**src/rtl/reseed_lfsr_tpg.sv**
```systemverilog
module reseed_lfsr_tpg #(
  parameter int W = 4,
  parameter logic [W-1:0] TAPS = 4'b1100
) (
  input  logic         clk,
  input  logic         rst_n,
  input  logic         run_n,
  input  logic         start,
  output logic [W-1:0] pattern,
  output logic         pat_vld,
  output logic [W-1:0] seed,
  output logic         done
);
  localparam logic [W-1:0] LAST = '1;
  localparam logic [W-1:0] ONE  = W'(1);

  logic [W-1:0] lfsr, cnt;
  logic         busy, loadp;

  wire [W-1:0] lfsr_nx = {lfsr[W-2:0], ^(lfsr & TAPS)};
  wire         adv     = busy && !run_n;
  wire         wrap    = cnt == LAST;

  always_ff @(posedge clk or negedge rst_n) begin
    if (!rst_n) begin
      lfsr    <= '0;
      seed    <= '0;
      cnt     <= '0;
      busy    <= 1'b0;
      loadp   <= 1'b0;
      pat_vld <= 1'b0;
      done    <= 1'b0;
    end else if (start) begin
      seed    <= ONE;
      cnt     <= '0;
      busy    <= 1'b1;
      loadp   <= 1'b1;
      pat_vld <= 1'b0;
      done    <= 1'b0;
    end else if (!adv) begin
      pat_vld <= 1'b0;
    end else if (loadp) begin
      lfsr    <= seed;
      cnt     <= ONE;
      loadp   <= 1'b0;
      pat_vld <= 1'b1;
    end else if (wrap) begin
      if (seed == LAST) begin
        busy    <= 1'b0;
        done    <= 1'b1;
        pat_vld <= 1'b0;
      end else begin
        seed    <= seed + ONE;
        lfsr    <= seed + ONE;
        cnt     <= ONE;
        pat_vld <= 1'b1;
      end
    end else begin
      lfsr    <= lfsr_nx;
      cnt     <= cnt + ONE;
      pat_vld <= 1'b1;
    end
  end

  assign pattern = lfsr;

  AST_NO_ZERO_PATTERN: assert property (@(posedge clk) disable iff (!rst_n)
    pat_vld |-> pattern != '0);

  AST_HOLD_FREEZE: assert property (@(posedge clk) disable iff (!rst_n)
    (run_n && !start) |=> ($stable(pattern) && $stable(seed) && $stable(done) && !pat_vld));

  AST_SEED_MONOTONE: assert property (@(posedge clk) disable iff (!rst_n)
    !start |=> (seed == $past(seed) || seed == $past(seed) + ONE));

  AST_START_CLEARS: assert property (@(posedge clk) disable iff (!rst_n)
    start |=> (seed == ONE && !done && !pat_vld));

  AST_DONE_QUIET: assert property (@(posedge clk) disable iff (!rst_n)
    done |-> !pat_vld);

  AST_DONE_STICKY: assert property (@(posedge clk) disable iff (!rst_n)
    (done && !start) |=> (done && $stable(pattern) && $stable(seed)));
endmodule

```
**config.mk**
```make
export PLATFORM = sky130hd
export DESIGN_NAME = reseed_lfsr_tpg
export DESIGN_NICKNAME = d
export VERILOG_FILES = /design/src/rtl/reseed_lfsr_tpg.sv
export SDC_FILE = /design/constraint.sdc
export NUM_CORES = 1
export LEC_CHECK = 0
export ABC_AREA = 0
export BUFFER_PORTS_ARGS = -buffer_cell sky130_fd_sc_hd__buf_2
export CORE_MARGIN = 2
export CORE_UTILIZATION = 54
export DETAILED_ROUTE_END_ITERATION = 16
export GPL_TIMING_DRIVEN = 0
export MAX_ROUTING_LAYER = met4
export PLACE_DENSITY = 0.76
export RECOVER_POWER = 25
export SYNTH_ARGS = -nofsm -noshare
export SYNTH_HDL_FRONTEND = slang
export SYNTH_SLANG_ARGS = --single-unit
```
**constraint.sdc**
```tcl
create_clock -name clk -period 1.9 [get_ports clk]
set_input_delay 0.38 -clock clk [delete_from_list [all_inputs] [get_ports clk]]
set_output_delay 0.38 -clock clk [all_outputs]
set_load 0.01 [all_outputs]
```
==> impl_metrics.toml <==
[outcome]
outcome = "finished clean"

[floorplan]
start_util = 0.589
die_y_um = 45.0
die_w_um = 45.0
row_count = 14
dieArea_mm2 = 0.00203
core_mm2 = 0.00154
ios = 14

[logic_synthesis]
async_reset_ff_frac = 1.00
yosysTopAreaCellShare = 0.441
yosysUniqueCellTypes = 40
synth_flop_cell = "dfrtp_1"
syn_inst = 93
ys_ff_latch = 16
ys_warn_count = 0
synth_area_um2 = 908
synth_seq_area_share = 0.441
syn_nets = 99
synth.top_cells.by_area = "dfrtp_1, a21oi_1, nand3_2"
synth_area_leader_cell = "dfrtp_1"
synth_edf_count = 0
syn_area_per_cell_um2 = 9.77

[cts]
htreeDepth = 1
cts_tree = "done"
clk_path_buf_depth = 2
cts_resized = 0
holdBufCountCts = 0
clkLatencyLatePin_ps = 280
clock_sinks = 16
cts-root-buf = "clkbuf_4"
path_clk_slew_ps = 90
cts_made_buffers = 3

[power_and_ir_drop]
leakagePower_nw = 0.455
p_sw_frac = 0.262
vdd_drop_max_mv = 0.368
total_power_mw = 0.637
power.density_mw_per_mm2 = 617
power.switching_mw = 0.167
clock_power_share = 0.270
power_frac_seq = 0.580
comb_power_share = 0.151
intPower_mw = 0.470

[flow_run]
cap_violations = 0

[sta]
fin_skew_ps = 4.84
worst_slack_ps = 69.4
setup_violations = 0
hold_viol_final = 0
fin_crit_ps = 1830
fin_crit_sh = 0.963
relSlewSlack = 0.420
worstMarginPinSlew_ps = 870
fmax_mhz = 546
drv_slew = 0

[detailed_routing]
wl_um = 1880
first_iter_violations = 16
drtPass1Iterations = 4
ant_nets = 0
vias_per_cell = 6.06
post_drt_wl_per_cell_um = 14.8
drc = 0
vias = 769

[finish]
diodes = 0
area_delta_synth_final_pct = 13.6
mostFrequentLayoutCells = "dfrtp_1, buf_2, nand2_1"
final_cell_area_mm2 = 0.00103
drive_gt1_frac = 0.261
nets = 119
layout_commonest_cell = "dfrtp_1"

[placed_design]
hpwl_um = 1270
gp_congestion = 0.753
place_area_um2 = 988
portBuffers = 12
pre_cts_ws_ps = 103

[global_routing]
use_met3 = 0.0240
grt_overflow = 0
grt.busiest_layer = "met2"
grt_pass1_wl_um = 3090
grt_use_met1 = 0.310
gr-usage-met2 = 0.314
grt_max_degree = 17
first_global_vias = 688
grt_usage = 0.218
antenna_found_initial = 0

[setup_path]
rr_worst_depth = 5
regToRegEndpoint = "pattern[3]"
worst-setup-path-type = "reg -> reg"
required_ps = 2070
arrival_ps = 2000
startpoint = "seed[0]"
startpoint_type = "register"
r2r_slack_ps = 70
critPathMaxFanout = 7
reg2reg_from = "seed[0]"
timing.critical_path.to_type = "register"

[min_path]
worstHoldPathType = "in -> async"
==> registers in the layout (all words and copies together) (netlist names) <==
register / count
cnt: 4
pat_vld: 1
seed: 4
done: 1
busy: 1
pattern: 4
loadp: 1
==> logic make-up (layout without fill, tap and decap cells) <==
logic type      count (synthesis)  count (layout)  share of synthesized area
simple gates                   31              31                      0.208
compound gates                 29              29                      0.229
flops                          16              16                      0.441
buf+inv                        11              29                     0.0523
fa+ha+maj                       2               2                     0.0275
xor+xnor                        2               2                     0.0193
mux                             2               2                     0.0234
==> cell type report <==
cell class / count / area, um2
plain buffers: 5 / 25.0
multi-input cells: 66 / 460
inverters: 6 / 22.5
well taps: 16 / 20.0
repair buffers: 15 / 81.3
fillers: 132 / 509
clock buffers: 3 / 22.5
flip-flops and latches: 16 / 400
==> repair_timing <==
item,4_1_cts,5_1_grt
hold endpoints to repair,0,0
setup endpoints to repair,0,1
buffers inserted,0,3
==> through the flow <==
step | hold slack, ps | cells | setup TNS [ps] | util
global route | 263 | 127 | -5.07 | 0.670
global placement | 310 | 121 | 0 | 0.641
finish | 181 | 127 | 0 | 0.670
floorplan | 84.4 | 93 | 0 | -
CTS | 15.1 | 124 | 0 | 0.656
detailed placement | 314 | 121 | 0 | 0.641
==> Yosys cell counts, types with 2 or more instances <==
cell and n:
ha_1 2, a31oi_1 4, o21ai_0 6, nand2b_1 2, a211oi_1 2, dfrtp_1 16
nand3_2 3, a21oi_1 7, nor2_1 2, nor3_1 4, nand3_1 2, nand2_1 8
inv_1 6, nor2b_1 2, a21o_1 2
==> power by group through the flow <==
| stage | clock, mW | sequential, mW | combinational (mW) |
|---|---|---|---|
| final | 0.172 | 0.369 | 0.0960 |
| after global routing | 0.189 | 0.372 | 0.108 |
| after global placement | 0 | 0.375 | 0.0904 |
| after detailed placement | 0 | 0.376 | 0.0913 |
| after floorplan | 0 | 0.380 | 0.0538 |
| after CTS | 0.176 | 0.369 | 0.0925 |
==> worst max-delay path, cell delays in order (launching register included) <==
cell and delay, ps:
dfrtp_1 470, ha_1 320, nand3_2 200, o311ai_4 400, a221oi_1 110, a22o_1 230
==> how the worst max path moves through the flow <==
stage | cells past startpoint | end
finish | 5 | pattern[3]
global route | 5 | pattern[3]
CTS | 5 | pattern[3]
detailed placement | 5 | pattern[3]
global placement | 5 | pattern[3]
floorplan | 5 | pattern[3]
==> per-layer routing <==
metal,wire length (um),vias up
li1,-,376
met1,917,372
met2,864,17
met3,68,4
met4,27,0
met5,0,-
No activity file was read; power rests on OpenSTA's default activity.
